[src/rtl/pwmt_pkg.sv]
// Shared types for the buffered-duty PWM timer.
package pwmt_pkg;
    // Target of a compare-register write.
    typedef enum logic {
        SEL_PERIOD = 1'b0,
        SEL_DUTY   = 1'b1
    } cmp_sel_e;
endpackage

[src/rtl/pwmt_counter.sv]
// Up-counter with a swallowed first tick after enable.
// Produces period and duty match strobes, qualified by the count tick.
// Assumes tick is one clock wide; a disabled timer holds the counter at 0.
module pwmt_counter #(
    parameter int CNT_W = 8
) (
    input  logic             clk,
    input  logic             rst_n,
    input  logic             tick,
    input  logic             en,
    input  logic [CNT_W-1:0] period,
    input  logic [CNT_W-1:0] duty,
    output logic [CNT_W-1:0] cnt,
    output logic             per_hit,
    output logic             duty_hit
);
    logic armed_q;
    logic live_tick;

    // A tick counts only once the first post-enable tick has been swallowed.
    assign live_tick = tick && en && armed_q;
    assign per_hit   = live_tick && (cnt == period);
    assign duty_hit  = live_tick && (cnt == duty);

    // Counter and mask state: rewind when disabled, clear on period match.
    always_ff @(posedge clk) begin
        if (!rst_n || !en) begin
            cnt     <= '0;
            armed_q <= 1'b0;
        end else if (tick) begin
            if (!armed_q) begin
                armed_q <= 1'b1;
            end else if (per_hit) begin
                cnt <= '0;
            end else begin
                cnt <= cnt + 1'b1;
            end
        end
    end
endmodule

[src/rtl/pwmt_duty_buf.sv]
// Duty compare with a holding latch.
// While running, writes are held and moved to the active duty on an
// old-duty match that is at least SETTLE_TICKS count ticks after the write.
// While disabled, writes load directly and any held value is promoted.
module pwmt_duty_buf #(
    parameter int CNT_W        = 8,
    parameter int SETTLE_TICKS = 3,
    parameter logic [CNT_W-1:0] DUTY_RST = '0
) (
    input  logic             clk,
    input  logic             rst_n,
    input  logic             en,
    input  logic             tick,
    input  logic             wr_duty,
    input  logic [CNT_W-1:0] wr_data,
    input  logic             duty_hit,
    output logic [CNT_W-1:0] duty_act
);
    localparam int SW = $clog2(SETTLE_TICKS + 1);
    localparam logic [SW-1:0] SETTLE_MAX  = SW'(SETTLE_TICKS);
    localparam logic [SW-1:0] SETTLE_LAST = SW'(SETTLE_TICKS - 1);

    logic             pend_q;
    logic [CNT_W-1:0] pend_val_q;
    logic [SW-1:0]    settle_q;
    logic             settled;

    // The current tick is the SETTLE_TICKS-th or later since the write.
    assign settled = (settle_q >= SETTLE_LAST);

    // Holding latch, settle counter and transfer into the active duty.
    always_ff @(posedge clk) begin
        if (!rst_n) begin
            duty_act   <= DUTY_RST;
            pend_q     <= 1'b0;
            pend_val_q <= '0;
            settle_q   <= '0;
        end else if (wr_duty) begin
            if (!en) begin
                duty_act <= wr_data;
                pend_q   <= 1'b0;
            end else begin
                pend_q     <= 1'b1;
                pend_val_q <= wr_data;
                settle_q   <= '0;
            end
        end else if (!en) begin
            if (pend_q) begin
                duty_act <= pend_val_q;
                pend_q   <= 1'b0;
            end
        end else if (pend_q && tick) begin
            if (duty_hit && settled) begin
                duty_act <= pend_val_q;
                pend_q   <= 1'b0;
            end else if (settle_q < SETTLE_MAX) begin
                settle_q <= settle_q + 1'b1;
            end
        end
    end
endmodule

[src/rtl/pwmt_out_stage.sv]
// Output level register and interrupt pulse.
// A period match wins over a duty match. Both outputs are gated by the
// enable without a register, so disabling takes effect in the same cycle.
module pwmt_out_stage (
    input  logic clk,
    input  logic rst_n,
    input  logic en,
    input  logic lvl_inv,
    input  logic per_hit,
    input  logic duty_hit,
    output logic pwm_out,
    output logic irq_out
);
    logic act_q;
    logic irq_q;

    // Active flag and one-clock interrupt, both cleared while disabled.
    always_ff @(posedge clk) begin
        if (!rst_n || !en) begin
            act_q <= 1'b0;
            irq_q <= 1'b0;
        end else begin
            irq_q <= per_hit;
            if (per_hit) begin
                act_q <= 1'b1;
            end else if (duty_hit) begin
                act_q <= 1'b0;
            end
        end
    end

    // Apply enable gating and the polarity select.
    assign pwm_out = (act_q && en) ^ lvl_inv;
    assign irq_out = irq_q && en;
endmodule

[src/rtl/pwm_buffered_timer.sv]
// Top level of the buffered-duty PWM timer.
// Period register loads directly; duty goes through the holding latch.
// Assumes cnt_tick is a single-clock strobe from an external prescaler.
module pwm_buffered_timer #(
    parameter int CNT_W        = 8,
    parameter int SETTLE_TICKS = 3,
    parameter logic [CNT_W-1:0] PERIOD_RST = '1,
    parameter logic [CNT_W-1:0] DUTY_RST   = '0
) (
    input  logic             clk,
    input  logic             rst_n,
    input  logic             cnt_tick,
    input  logic             tmr_en,
    input  logic             wr_en,
    input  logic             wr_sel,
    input  logic [CNT_W-1:0] wr_data,
    input  logic             lvl_inv,
    output logic             pwm_out,
    output logic             irq_pulse
);
    import pwmt_pkg::*;

    cmp_sel_e         sel;
    logic [CNT_W-1:0] period_q;
    logic [CNT_W-1:0] duty_act;
    logic [CNT_W-1:0] cnt_q;
    logic             per_hit;
    logic             duty_hit;
    logic             wr_duty;

    assign sel     = cmp_sel_e'(wr_sel);
    assign wr_duty = wr_en && (sel == SEL_DUTY);

    // Period compare register: loads on every period write.
    always_ff @(posedge clk) begin
        if (!rst_n) begin
            period_q <= PERIOD_RST;
        end else if (wr_en && (sel == SEL_PERIOD)) begin
            period_q <= wr_data;
        end
    end

    pwmt_counter #(.CNT_W(CNT_W)) u_cnt (
        .clk      (clk),
        .rst_n    (rst_n),
        .tick     (cnt_tick),
        .en       (tmr_en),
        .period   (period_q),
        .duty     (duty_act),
        .cnt      (cnt_q),
        .per_hit  (per_hit),
        .duty_hit (duty_hit)
    );

    pwmt_duty_buf #(
        .CNT_W        (CNT_W),
        .SETTLE_TICKS (SETTLE_TICKS),
        .DUTY_RST     (DUTY_RST)
    ) u_duty (
        .clk      (clk),
        .rst_n    (rst_n),
        .en       (tmr_en),
        .tick     (cnt_tick),
        .wr_duty  (wr_duty),
        .wr_data  (wr_data),
        .duty_hit (duty_hit),
        .duty_act (duty_act)
    );

    pwmt_out_stage u_out (
        .clk      (clk),
        .rst_n    (rst_n),
        .en       (tmr_en),
        .lvl_inv  (lvl_inv),
        .per_hit  (per_hit),
        .duty_hit (duty_hit),
        .pwm_out  (pwm_out),
        .irq_out  (irq_pulse)
    );
endmodule

[config.mk]
export PLATFORM = sky130hd
export DESIGN_NAME = pwm_buffered_timer
export DESIGN_NICKNAME = d
export VERILOG_FILES = /design/src/rtl/pwmt_pkg.sv /design/src/rtl/pwmt_counter.sv /design/src/rtl/pwmt_duty_buf.sv /design/src/rtl/pwmt_out_stage.sv /design/src/rtl/pwm_buffered_timer.sv
export SDC_FILE = /design/constraint.sdc
export NUM_CORES = 1
export LEC_CHECK = 0
export CORE_ASPECT_RATIO = 2
export CORE_MARGIN = 5
export CORE_UTILIZATION = 40
export DETAILED_ROUTE_END_ITERATION = 10
export DONT_BUFFER_PORTS = 1
export PLACE_DENSITY_LB_ADDON = 0.25
export SYNTH_ARGS = -nofsm -noshare
export SYNTH_HDL_FRONTEND = slang
export SYNTH_SLANG_ARGS = --single-unit
[constraint.sdc]
create_clock -name clk -period 2 [get_ports clk]
set_clock_uncertainty 0.05 [all_clocks]
set_input_delay 0.3 -clock clk [delete_from_list [all_inputs] [get_ports clk]]
set_output_delay 0.3 -clock clk [all_outputs]
set_load 0.005 [all_outputs]
==> summary.md <==
| Metric | Value |
|---|---|
| Die H | 106 µm |
| Period utilisation layout | 93.6% |
| Sw frac | between 20% and 30% |
| Largest net degree at the start of global routing | 39 |
| Mean Syn Cell Area | roughly 8.6 µm² |
| Synth Area in XOR/XNOR | about 11% |
| Port bufs | 0 |
| Setup violators final | 0 |
| VDD IR-drop max | roughly 560 µV |
| Post-Layout Cell Count | about 270 |
| Min-delay worst type | primary input to register |
| RR Startpoint | u_cnt.cnt[7] |
| Worst slew pin tran | about 630 ps |
| Critical Path Start | u_cnt.cnt[7] |
| Post-synthesis net count | 232 |
| Fin Setup TNS | 0 ps |
| Worst skew pair latency | 290 ps |
| Final Instance Area | 2000 µm² |
| Layout cells sized above 1 | roughly an eighth |
| Adder-cell share of the synthesized area | under 10% |
| Post-synth EDFFs | 0 |
| Post-cts sizing count | 0 |
| Hold_buf cts | 0 |
| Core Footprint | approximately 4600 µm² |
| Mapped Cells | ~210 |
| Mapped cell area | 1840 µm² |
| Yosys warning count | 0 |
| H-tree level count | 2 |
| CTS sink cnt | 38 |
| Total grt overflow | 0 |
| Seq/Total Area, Yosys | between 40% and 50% |
| Startpoint class of the critical path | register |
| Req. time, crit path | ~2100 ps |
| Reg area | 761 µm² |
| Pins Over Slew Limit | 0 |
| Post-CTS Setup Inserts | 0 |
| # diodes | 0 |
| Die ar. | a little over 6000 µm² |
| Crit path max-delay cell type | or4_4 |
| Post-synthesis mux area share | between 10 and 15% |
| Initial core utilization | approximately 40% |
| Synth Area in Simple Gates | 25.3% |
| Largest family of logic cells by synthesized area | simple AND/OR/NAND/NOR gates |
| I/O Pins | 17 |
| Asr flop ratio synth | 0% |
| Filler Cell Count | 487 |
| Synthesis-to-finish area growth | 9.20% |
| Seq cells post-synth | 38 |
| Internal | 1.10 mW |
| Total clock buffers created by CTS | 5 |
| Crit path largest cell delay | ~550 ps |
| Outcome | complete, no violations |
| 1st-pass router iterations | 4 |
| Vias in the first global route | roughly 1400 |
| Num rows | 35 |
| Compound-Gate Fraction of Synth Area | under 10% |
| Cells on Worst Hold Path | 1 |
| Power Dens Cells | 719 nW/µm² |
| Psw | between 300 and 400 µW |
| GPL Wtd Cong | roughly 0.84 |
| Fmax | around 530 MHz |
| Nets | 235 |
| Multi-input gate area | roughly 1000 µm² |
| Global-route wire length before repair | between 6000 and 7000 µm |
| Crit path arrival time | 1980 ps |
| Comb pwr share | under 10% |
| Routed WL | ~3700 µm |
| Leak pwr | between 0.8 and 0.9 nW |
| Yosys cell types | 30 |
| Part of the power in the clock network | 38.3% |
| Clk buf depth | 2 |
| Hold Vio Cnt, Final | 0 |
| Initial DRC Count | 20 |
| Seq pwr share | about 55% |
| Min Tclk post-route | between 1500 and 2000 ps |
| Unrepaired setup endpoints after global routing | false |
| DR vias | about 1300 |
| Top FF cell, synth | dfxtp_1 |
| DRC viols | 0 |
| Die X-Extent | between 50 and 60 µm |
| Overall routing resource usage | between 10% and 20% |
| Crit end category | register |
| Cell Area, Placed | about 1900 µm² |
| CTS tree | yes |
| Post-DP HPWL | just under 3000 µm |
| Largest fanout on the critical path | 8 |
| Slew headroom | about 58% |
| Final ANT Viol Nets | 0 |
| Placed Instances | ~270 |
| Final core occ | between 40% and 50% |
| Kind of critical path | register to register |
| Antenna violations before repair | 0 |
| Drt wl/cell | around 14 µm |
| Via density | 4.88 |
| Max Cap Viol | 0 |
| CTS clk-pin slew, worst paths | 80 ps |
| Min-delay src | rst_n |
| Overall power | 1.44 mW |
| Clk root buf | clkbuf_8 |
| CP Cell Sequence | xnor2_1 -> nand3_1 -> or4_4 -> o22a_1 -> mux2i_1 |
| Reg2reg path depth | 5 |
sequential cells by signal, indices dropped and copies added, names as in the netlist:
name	count
u_duty.pend_q	1
u_cnt.armed_q	1
u_out.irq_q	1
u_duty.settle_q	2
u_cnt.cnt	8
period_q	8
u_duty.duty_act	8
u_duty.pend_val_q	8
u_out.act_q	1
per-layer routing:
metal / routed length (µm) / up-vias / GRT usage, %
li1: - / 712 / -
met1: 1460 / 589 / 13.8
met2: 2060 / 23 / 23.7
met3: 105 / 8 / 2.94
met4: 126 / 0 / 8.79
met5: 0 / - / 0
synth_stat cells (2+ instances only):
library cell	count	area share, %
a21oi_1	4	1.1
nand3_1	19	5.2
mux2_2	8	4.9
buf_2	2	0.55
nor2_1	11	2.2
nand2_1	53	11
nand4_1	4	1.4
mux2i_1	10	5.5
clkbuf_1	10	2.0
and3_1	2	0.68
a21boi_0	8	3.3
dfxtp_1	38	41
nand2b_1	2	0.68
xnor2_1	16	7.6
ha_1	3	2.0
xor2_1	8	3.8
and2_1	2	0.68
buf_6	2	1.2
area by class of cell:
class / count / area share, %
clock inverter: 2 / 0.624
inverter: 1 / 0.187
multi-input combinational: 161 / 49.9
sequential: 38 / 38.0
timing repair buffer: 10 / 3.75
tap: 55 / 3.43
clock buffer: 6 / 4.12
stage by stage:
stage,setup slack [ps],hold WS [ps]
after global placement,145,326
after detailed placement,115,329
after floorplan,256,366
final,129,35.7
after CTS,114,18.0
after global routing,5.80,15.9
logic make-up after synthesis:
family | after synthesis
simple gates | 101
flops | 38
xor+xnor | 24
mux | 18
compound gates | 15
buf+inv | 15
fa+ha+maj | 3
power groups by stage:
stage,clock (mW),sequential (mW),combinational [mW]
floorplan,0,0.806,0.0959
detailed placement,0,0.810,0.0986
finish,0.553,0.792,0.0968
CTS,0.575,0.792,0.0993
global placement,0,0.810,0.0982
global route,0.613,0.795,0.109
worst max-delay path: cells and delay by family (launching register included):
kind / cells / cell delay [ps]
AO/OA/AOI/OAI: 1 / 350
XOR/XNOR: 1 / 140
flip-flops: 1 / 390
multiplexers: 1 / 180
AND/OR/NAND/NOR: 2 / 640
cell usage in the layout (no fill, tap or decap), types with 2 or more instances in the layout:
cell type / instances
dfxtp_1: 38
nand3_1: 19
and2_1: 2
buf_4: 10
nor2_1: 11
mux2i_1: 10
nand4_1: 4
and3_1: 2
clkbuf_8: 6
ha_1: 3
a21oi_1: 4
xnor2_1: 16
mux2_2: 8
xor2_1: 8
nand2b_1: 2
a21boi_0: 8
nand2_1: 53
final timing paths:
path	endpoint	slack [ps]
hold / removal	period_q[0]	40
setup / recovery	u_duty.duty_act[7]	130
hold reg to reg	u_out.act_q	410
setup reg to reg	u_duty.duty_act[7]	130
Power figures use the tool's default switching activity.
